$ cat src/rtl/dram_ctl_pkg.sv
`timescale 1ns/1ps
package dram_ctl_pkg;

  typedef enum logic [3:0] {
    ST_PRE,   // both strobes high, precharge timer running
    ST_IDLE,  // closed page, waiting
    ST_RSET,  // row address setup, row strobe still high
    ST_ROW,   // row strobe low, row then column on the bus
    ST_CSET,  // column setup inside an open page
    ST_COL,   // column strobe low
    ST_CREC,  // column strobe high recovery
    ST_OPEN,  // page open, waiting
    ST_RCAS,  // refresh: column strobe first
    ST_RRAS   // refresh: both strobes low
  } seq_st_t;

  function automatic int unsigned max2(int unsigned a, int unsigned b);
    return (a > b) ? a : b;
  endfunction

  // clocks between refresh commands for a given retention setting
  function automatic int unsigned refi_cycles(bit ext, int unsigned clk_ns,
                                              int unsigned rows);
    int unsigned ret_ns;
    ret_ns = ext ? 32'd64_000_000 : 32'd8_000_000;
    return ret_ns / (clk_ns * rows);
  endfunction

endpackage

$ cat src/rtl/dram_ctl_refi.sv
`timescale 1ns/1ps
module dram_ctl_refi #(
  parameter int unsigned REFI = 1562
) (
  input  logic clk,
  input  logic rst_n,
  input  logic ref_start,
  output logic ref_tick,
  output logic ref_pend
);
  localparam int CW = $clog2(REFI);

  logic [CW-1:0] cnt;

  assign ref_tick = (cnt == CW'(REFI - 1));

  always_ff @(posedge clk) begin
    if (!rst_n) begin
      cnt      <= '0;
      ref_pend <= 1'b0;
    end else begin
      cnt <= ref_tick ? '0 : cnt + 1'b1;
      if (ref_tick)       ref_pend <= 1'b1;
      else if (ref_start) ref_pend <= 1'b0;
    end
  end
endmodule

$ cat src/rtl/dram_ctl_page.sv
`timescale 1ns/1ps
module dram_ctl_page #(
  parameter int ROW_W = 9,
  parameter int COL_W = 9
) (
  input  logic                   clk,
  input  logic                   rst_n,
  input  logic [ROW_W+COL_W-1:0] addr,
  input  logic                   row_open,
  input  logic                   page_close,
  output logic [ROW_W-1:0]       host_row,
  output logic [COL_W-1:0]       host_col,
  output logic                   page_hit
);
  logic             open_q;
  logic [ROW_W-1:0] open_row;

  assign host_row = addr[ROW_W+COL_W-1:COL_W];
  assign host_col = addr[COL_W-1:0];
  assign page_hit = open_q && (host_row == open_row);

  always_ff @(posedge clk) begin
    if (!rst_n) begin
      open_q   <= 1'b0;
      open_row <= '0;
    end else if (row_open) begin
      open_q   <= 1'b1;
      open_row <= host_row;
    end else if (page_close) begin
      open_q   <= 1'b0;
    end
  end
endmodule

$ cat src/rtl/dram_ctl_seq.sv
`timescale 1ns/1ps
module dram_ctl_seq
  import dram_ctl_pkg::*;
#(
  parameter int ROW_W = 9,
  parameter int COL_W = 9,
  parameter int DW    = 4,
  parameter int T_RP  = 3,
  parameter int T_RCD = 2,
  parameter int T_CAS = 2,
  parameter int T_CP  = 1,
  parameter int T_CSR = 1,
  parameter int T_RFC = 4
) (
  input  logic             clk,
  input  logic             rst_n,
  input  logic             req,
  input  logic             wr,
  input  logic [ROW_W-1:0] host_row,
  input  logic [COL_W-1:0] host_col,
  input  logic [DW-1:0]    wdata,
  input  logic             page_hit,
  input  logic             ref_pend,
  input  logic [DW-1:0]    dq_in,
  output logic [ROW_W-1:0] ram_a,
  output logic             ram_ras_n,
  output logic             ram_cas_n,
  output logic             ram_we_n,
  output logic             ram_oe_n,
  output logic [DW-1:0]    dq_out,
  output logic             dq_oe,
  output logic             ack,
  output logic [DW-1:0]    rdata,
  output logic             ref_start,
  output logic             row_open,
  output logic             page_close,
  output logic             hit_accept,
  output logic             capture
);
  localparam int unsigned TMAX = max2(max2(max2(T_RP, T_RCD), max2(T_CAS, T_CP)),
                                      max2(T_CSR, T_RFC));
  localparam int CW = $clog2(TMAX + 1);

  seq_st_t          st, nxt;
  logic [CW-1:0]    wcnt, ldv;
  logic             ld, accept, wdone, col_setup;
  logic             lat_wr;
  logic [ROW_W-1:0] lat_row;
  logic [COL_W-1:0] lat_col;
  logic [DW-1:0]    lat_wd;

  assign wdone = (wcnt == '0);

  always_comb begin
    nxt        = st;
    ld         = 1'b0;
    ldv        = '0;
    accept     = 1'b0;
    hit_accept = 1'b0;
    ref_start  = 1'b0;
    capture    = 1'b0;
    unique case (st)
      ST_PRE:  if (wdone) nxt = ST_IDLE;
      ST_IDLE: begin
        if (ref_pend) begin
          nxt = ST_RCAS; ld = 1'b1; ldv = CW'(T_CSR - 1); ref_start = 1'b1;
        end else if (req) begin
          nxt = ST_RSET; accept = 1'b1;
        end
      end
      ST_RSET: begin nxt = ST_ROW; ld = 1'b1; ldv = CW'(T_RCD - 1); end
      ST_ROW:  if (wdone) begin nxt = ST_COL; ld = 1'b1; ldv = CW'(T_CAS - 1); end
      ST_CSET: begin nxt = ST_COL; ld = 1'b1; ldv = CW'(T_CAS - 1); end
      ST_COL:  if (wdone) begin
        capture = 1'b1; nxt = ST_CREC; ld = 1'b1; ldv = CW'(T_CP - 1);
      end
      ST_CREC: if (wdone) nxt = ST_OPEN;
      ST_OPEN: begin
        if (ref_pend) begin
          nxt = ST_PRE; ld = 1'b1; ldv = CW'(T_RP - 1);
        end else if (req) begin
          if (page_hit) begin
            nxt = ST_CSET; accept = 1'b1; hit_accept = 1'b1;
          end else begin
            nxt = ST_PRE; ld = 1'b1; ldv = CW'(T_RP - 1);
          end
        end
      end
      ST_RCAS: if (wdone) begin nxt = ST_RRAS; ld = 1'b1; ldv = CW'(T_RFC - 1); end
      ST_RRAS: if (wdone) begin nxt = ST_PRE;  ld = 1'b1; ldv = CW'(T_RP - 1); end
      default: nxt = ST_PRE;
    endcase
  end

  assign row_open   = accept && (st == ST_IDLE);
  assign page_close = (st == ST_OPEN) && (nxt == ST_PRE);

  always_ff @(posedge clk) begin
    if (!rst_n) begin
      st   <= ST_PRE;
      wcnt <= CW'(T_RP - 1);
    end else begin
      st   <= nxt;
      wcnt <= ld ? ldv : (wdone ? wcnt : wcnt - 1'b1);
    end
  end

  always_ff @(posedge clk) begin
    if (!rst_n) begin
      lat_wr  <= 1'b0;
      lat_row <= '0;
      lat_col <= '0;
      lat_wd  <= '0;
      ack     <= 1'b0;
      rdata   <= '0;
    end else begin
      if (accept) begin
        lat_wr  <= wr;
        lat_row <= host_row;
        lat_col <= host_col;
        lat_wd  <= wdata;
      end
      ack <= capture;
      if (capture && !lat_wr) rdata <= dq_in;
    end
  end

  // the column goes onto the bus one clock before the column strobe falls
  assign col_setup = ((st == ST_ROW) && wdone) || (st == ST_CSET);

  always_comb begin
    ram_a = lat_row;
    if (col_setup || st == ST_COL || st == ST_CREC || st == ST_OPEN)
      ram_a = ROW_W'(lat_col);
  end

  assign ram_ras_n = !(st == ST_ROW || st == ST_CSET || st == ST_COL ||
                       st == ST_CREC || st == ST_OPEN || st == ST_RRAS);
  assign ram_cas_n = !(st == ST_COL || st == ST_RCAS || st == ST_RRAS);
  assign dq_oe     = lat_wr && (col_setup || st == ST_COL);
  assign ram_we_n  = !dq_oe;
  assign ram_oe_n  = !(!lat_wr && st == ST_COL);
  assign dq_out    = lat_wd;
endmodule

$ cat src/rtl/dram_ctl.sv
`timescale 1ns/1ps
module dram_ctl
  import dram_ctl_pkg::*;
#(
  parameter int ROW_W   = 9,
  parameter int COL_W   = 9,
  parameter int DW      = 4,
  parameter int CLK_NS  = 10,
  parameter bit EXT_RET = 1'b0,
  parameter int T_RP    = 3,
  parameter int T_RCD   = 2,
  parameter int T_CAS   = 2,
  parameter int T_CP    = 1,
  parameter int T_CSR   = 1,
  parameter int T_RFC   = 4
) (
  input  logic                   clk,
  input  logic                   rst_n,
  input  logic                   req,
  input  logic                   wr,
  input  logic [ROW_W+COL_W-1:0] addr,
  input  logic [DW-1:0]          wdata,
  output logic                   ack,
  output logic [DW-1:0]          rdata,
  output logic [ROW_W-1:0]       ram_a,
  output logic                   ram_ras_n,
  output logic                   ram_cas_n,
  output logic                   ram_we_n,
  output logic                   ram_oe_n,
  output logic [DW-1:0]          dq_out,
  output logic                   dq_oe,
  input  logic [DW-1:0]          dq_in
);
  localparam int unsigned ROWS = 1 << ROW_W;
  localparam int unsigned REFI = refi_cycles(EXT_RET, CLK_NS, ROWS);

  logic             ref_tick, ref_pend, ref_start;
  logic             row_open, page_close, page_hit, hit_accept, capture;
  logic [ROW_W-1:0] host_row;
  logic [COL_W-1:0] host_col;

  dram_ctl_refi #(.REFI(REFI)) refi_i (
    .clk(clk), .rst_n(rst_n), .ref_start(ref_start),
    .ref_tick(ref_tick), .ref_pend(ref_pend)
  );

  dram_ctl_page #(.ROW_W(ROW_W), .COL_W(COL_W)) page_i (
    .clk(clk), .rst_n(rst_n), .addr(addr), .row_open(row_open),
    .page_close(page_close), .host_row(host_row), .host_col(host_col),
    .page_hit(page_hit)
  );

  dram_ctl_seq #(
    .ROW_W(ROW_W), .COL_W(COL_W), .DW(DW), .T_RP(T_RP), .T_RCD(T_RCD),
    .T_CAS(T_CAS), .T_CP(T_CP), .T_CSR(T_CSR), .T_RFC(T_RFC)
  ) seq_i (
    .clk(clk), .rst_n(rst_n), .req(req), .wr(wr), .host_row(host_row),
    .host_col(host_col), .wdata(wdata), .page_hit(page_hit),
    .ref_pend(ref_pend), .dq_in(dq_in), .ram_a(ram_a),
    .ram_ras_n(ram_ras_n), .ram_cas_n(ram_cas_n), .ram_we_n(ram_we_n),
    .ram_oe_n(ram_oe_n), .dq_out(dq_out), .dq_oe(dq_oe), .ack(ack),
    .rdata(rdata), .ref_start(ref_start), .row_open(row_open),
    .page_close(page_close), .hit_accept(hit_accept), .capture(capture)
  );
endmodule

$ cat config.mk
export PLATFORM = sky130hd
export DESIGN_NAME = dram_ctl
export DESIGN_NICKNAME = d
export VERILOG_FILES = /design/src/rtl/dram_ctl_pkg.sv /design/src/rtl/dram_ctl_refi.sv /design/src/rtl/dram_ctl_page.sv /design/src/rtl/dram_ctl_seq.sv /design/src/rtl/dram_ctl.sv
export SDC_FILE = /design/constraint.sdc
export NUM_CORES = 1
export LEC_CHECK = 0
export BUFFER_PORTS_ARGS = -buffer_cell sky130_fd_sc_hd__buf_2
export CAP_MARGIN = 30
export CORE_UTILIZATION = 35
export CTS_CLUSTER_DIAMETER = 150
export DETAILED_ROUTE_END_ITERATION = 10
export HOLD_SLACK_MARGIN = 0.12
export MAX_ROUTING_LAYER = met4
export PLACE_DENSITY = 0.55
export SLEW_MARGIN = 20
export SYNTH_ARGS = -nofsm -noshare
export SYNTH_HDL_FRONTEND = slang
export SYNTH_SLANG_ARGS = --single-unit
export TNS_END_PERCENT = 100
$ cat constraint.sdc
create_clock -name clk -period 5.57 [get_ports clk]
set_input_delay 0.8355 -clock clk [delete_from_list [all_inputs] [get_ports clk]]
set_output_delay 0.8355 -clock clk [all_outputs]
set_load 0.005 [all_outputs]
==> impl_results.md <==
* Final setup skew at 6.32 ps
* CTS sink count at 57
* Number of core rows at 32
* Gpl congestion at 0.806
* Distinct cell type count after synthesis at 44
* Via count at 2219
* Cts bufs inserted at 9
* Synth Instances at 319
* Post-cts resize count at 0
* Met2 usage at 21.9%
* Crit path time final at approximately 3300 ps
* Avg Synthesized Cell Area at between 8 and 9 µm²
* Post-synth EDFFs at 0
* Total negative slack at 0 ps
* Multi-input logic area at around 0.0016 mm²
* Antenna cells at 0
* CP peak stage delay at 450 ps
* First-pass GRT wire length at 9.66 mm
* Final Routed Wirelength at ~5.7 mm
* Met3 Use GR at 4.56%
* DP Worst Slack at between 2000 and 3000 ps
* Ys async rst share at 0%
* Worst-Margin Slew at 622 ps
* Final setup fails at 0
* Bufs and invs on worst path at 2
* PnR worst setup slack at 2240 ps
* Max IR drop VDD at 0.171 mV
* Synthesis Warnings at 0
* Die width at 91.7 µm
* Initial antenna violation count at 0
* Core area at 0.00777 mm²
* Fill cells at 787
* Layout Nets at just under 400
* Initial Utilization at 36.2%
* Total die area at between 0.008 and 0.009 mm²
* Pin count of the biggest net entering global routing at between 50 and 60
* Required time of the critical path at 4730 ps
* Tot Pwr at roughly 1.2 mW
* Length of the first detailed-routing pass in iterations at 4
* Syn Std Cell Area at 0.00281 mm²
* Post-synthesis sequential area ratio at 40.6%
* Hold Buf Count CTS at 0
* P per Cell Area at roughly 340 mW/mm²
* H-tree levels at 3
* Die height at about 92 µm
* Flops & latches, synth at between 50 and 60
* Vias in the first global route at 1967
* RSZ-0062 raised after global routing: false
* CTS tree: done
* Sequential cell area at 0.00114 mm²
* Worst Path Class, Setup: flop to primary output
* Grt peak-use layer: met2
* Clk slew on worst S/H paths at 70 ps
* 1st-iter DRT viols at 68
* Later-pin clock latency in the skew report at about 330 ps
* Max-Cap Viols at 0
* DP Wirelength at slightly below 4 mm
* Post-synthesis net count at between 300 and 400
* Max Buffers Root-to-Sink at 2
* Grt met1 use at 19.6%
* Slowest cell on crit path: nor2_2
* Crit-path max FO at 9
* Leakage power at 1.59 nW
* Hold Fails Final Rpt at 0
* DRC at 0
* Crit path max-delay family: simple AND/OR/NAND/NOR gates
* Startpoint Class: flop
* Critical-path cell list: inv_1, ha_1, nor2b_1, a31oi_1, nor2_2, mux2_2, buf_2
* I/O Buffers at 52
* Final period util at 59.8%
* Area Growth Syn to Fin at 19.6%
* Min-Delay Path Class: flop to flop
* Final Max Slew Viols at 0
* Post-synth top flop: dfxtp_1
* Slew HR at 58.4%
* Fin util at between 40% and 50%
* Io pins at 53
* Routed Antenna Nets at 0
* Outcome: finished clean
* Max Clk Rate at ~0.30 GHz
* Share of layout cells above drive strength 1 at 23.3%
* Total track usage at 15.1%
* Root Driver: clkbuf_8
* WP data arrival at 2500 ps
* Gr ovfl total at 0
* Post-CTS setup buffers at 0
* Setup crit end kind: primary output
* Drt via density at 4.71
* DR WL/cell at 12.1 µm
[logic make-up (layout without fill, tap and decap cells)]
kind of cell | after synthesis | count (layout) | synth area share, %
AND/OR/NAND/NOR | 137 | 137 | 24.0
multiplexers | 45 | 45 | 16.4
adder cells (fa/ha/maj) | 4 | 4 | 1.78
buffers and inverters | 26 | 76 | 4.22
XOR/XNOR | 19 | 19 | 5.91
AO/OA/AOI/OAI | 31 | 31 | 7.11
flip-flops | 57 | 57 | 40.6
[routing by layer]
layer / vias to the layer above / wire length [µm]
li1: 1156 / -
met1: 1003 / 2850
met2: 58 / 2550
met3: 2 / 264
met4: 0 / 37
met5: - / 0
[path summary, 6_finish.rpt]
path                                   end                     startpoint  slack, ps  cells past startpoint
min reg2reg  seq_i.lat_col[6]$_SDFFE_PN0P_  seq_i.lat_col[6]$_SDFFE_PN0P_        460                      2
max reg2reg  seq_i.lat_row[7]$_SDFFE_PN0P_         seq_i.st[2]$_SDFF_PN0_       3050                      6
min          seq_i.lat_col[6]$_SDFFE_PN0P_  seq_i.lat_col[6]$_SDFFE_PN0P_        460                      2
max                               ram_a[3]     seq_i.wcnt[0]$_SDFFE_PN0P_       2240                      7
[layout make-up]
cell class	instances	area share, %
tap	102	3.79
multi-input combinational	236	46.4
sequential	57	33.9
clock inverter	7	2.79
timing repair buffer	54	8.77
clock buffer	9	3.68
inverter	6	0.669
[cell usage in the layout (no fill, tap or decap), types with 3 or more instances in the layout]
cell type   n
a21oi_1     4
a31oi_1     3
and3_1      6
buf_2      52
clkbuf_8    9
dfxtp_1    57
ha_1        4
inv_1       6
mux2_2      9
mux2i_1    36
nand2_1    61
nand2b_1    5
nand3_1     8
nand4_1     3
nor2_1     25
nor2b_1    15
o21ai_0    10
xnor2_1    14
xor2_1      5
[where the power goes]
part           switching, mW  leakage, nW  internal, mW
combinational          0.120         1.03         0.118
sequential            0.0394        0.462         0.451
clock                  0.173        0.106         0.251
total                  0.333         1.59         0.820
[state kept, by name (all words and copies together) (netlist names)]
| name | flops |
|---|---|
| page_i.open_q | 1 |
| page_i.open_row | 9 |
| refi_i.cnt | 11 |
| refi_i.ref_pend | 1 |
| seq_i.ack | 1 |
| seq_i.dq_out | 4 |
| seq_i.lat_col | 9 |
| seq_i.lat_row | 9 |
| seq_i.lat_wr | 1 |
| seq_i.rdata | 4 |
| seq_i.st | 4 |
| seq_i.wcnt | 3 |
[synthesized netlist by cell type, types with 3 or more instances]
master,count,area [µm²]
nor2b_1,15,93.8
inv_1,6,22.5
nand2b_1,5,31.3
a21oi_1,4,20.0
xnor2_1,14,123
clkbuf_1,15,56.3
nor2_1,25,93.8
dfxtp_1,57,1140
a31oi_1,3,18.8
nand3_1,8,40.0
nand2_1,61,229
nand4_1,3,18.8
mux2i_1,36,360
ha_1,4,50.1
xor2_1,5,43.8
and3_1,6,37.5
o21ai_0,10,50.1
mux2_2,9,101
[metrics by stage]
stage,std cells,area (µm²),hold slack [ps]
after CTS,471,3370,461
final,471,3370,457
after floorplan,319,2810,433
after detailed placement,455,3150,451
after global routing,471,3370,480
after global placement,454,3120,441
[worst reg2reg max path, cell delays in order, from the launching register on]
cell and delay [ps]:
dfxtp_1 670, nor3b_2 110, nand2_1 110, or3_1 460, a21boi_4 640, buf_16 240
mux2i_1 220
Note: power is estimated with default switching activity, not from simulation.
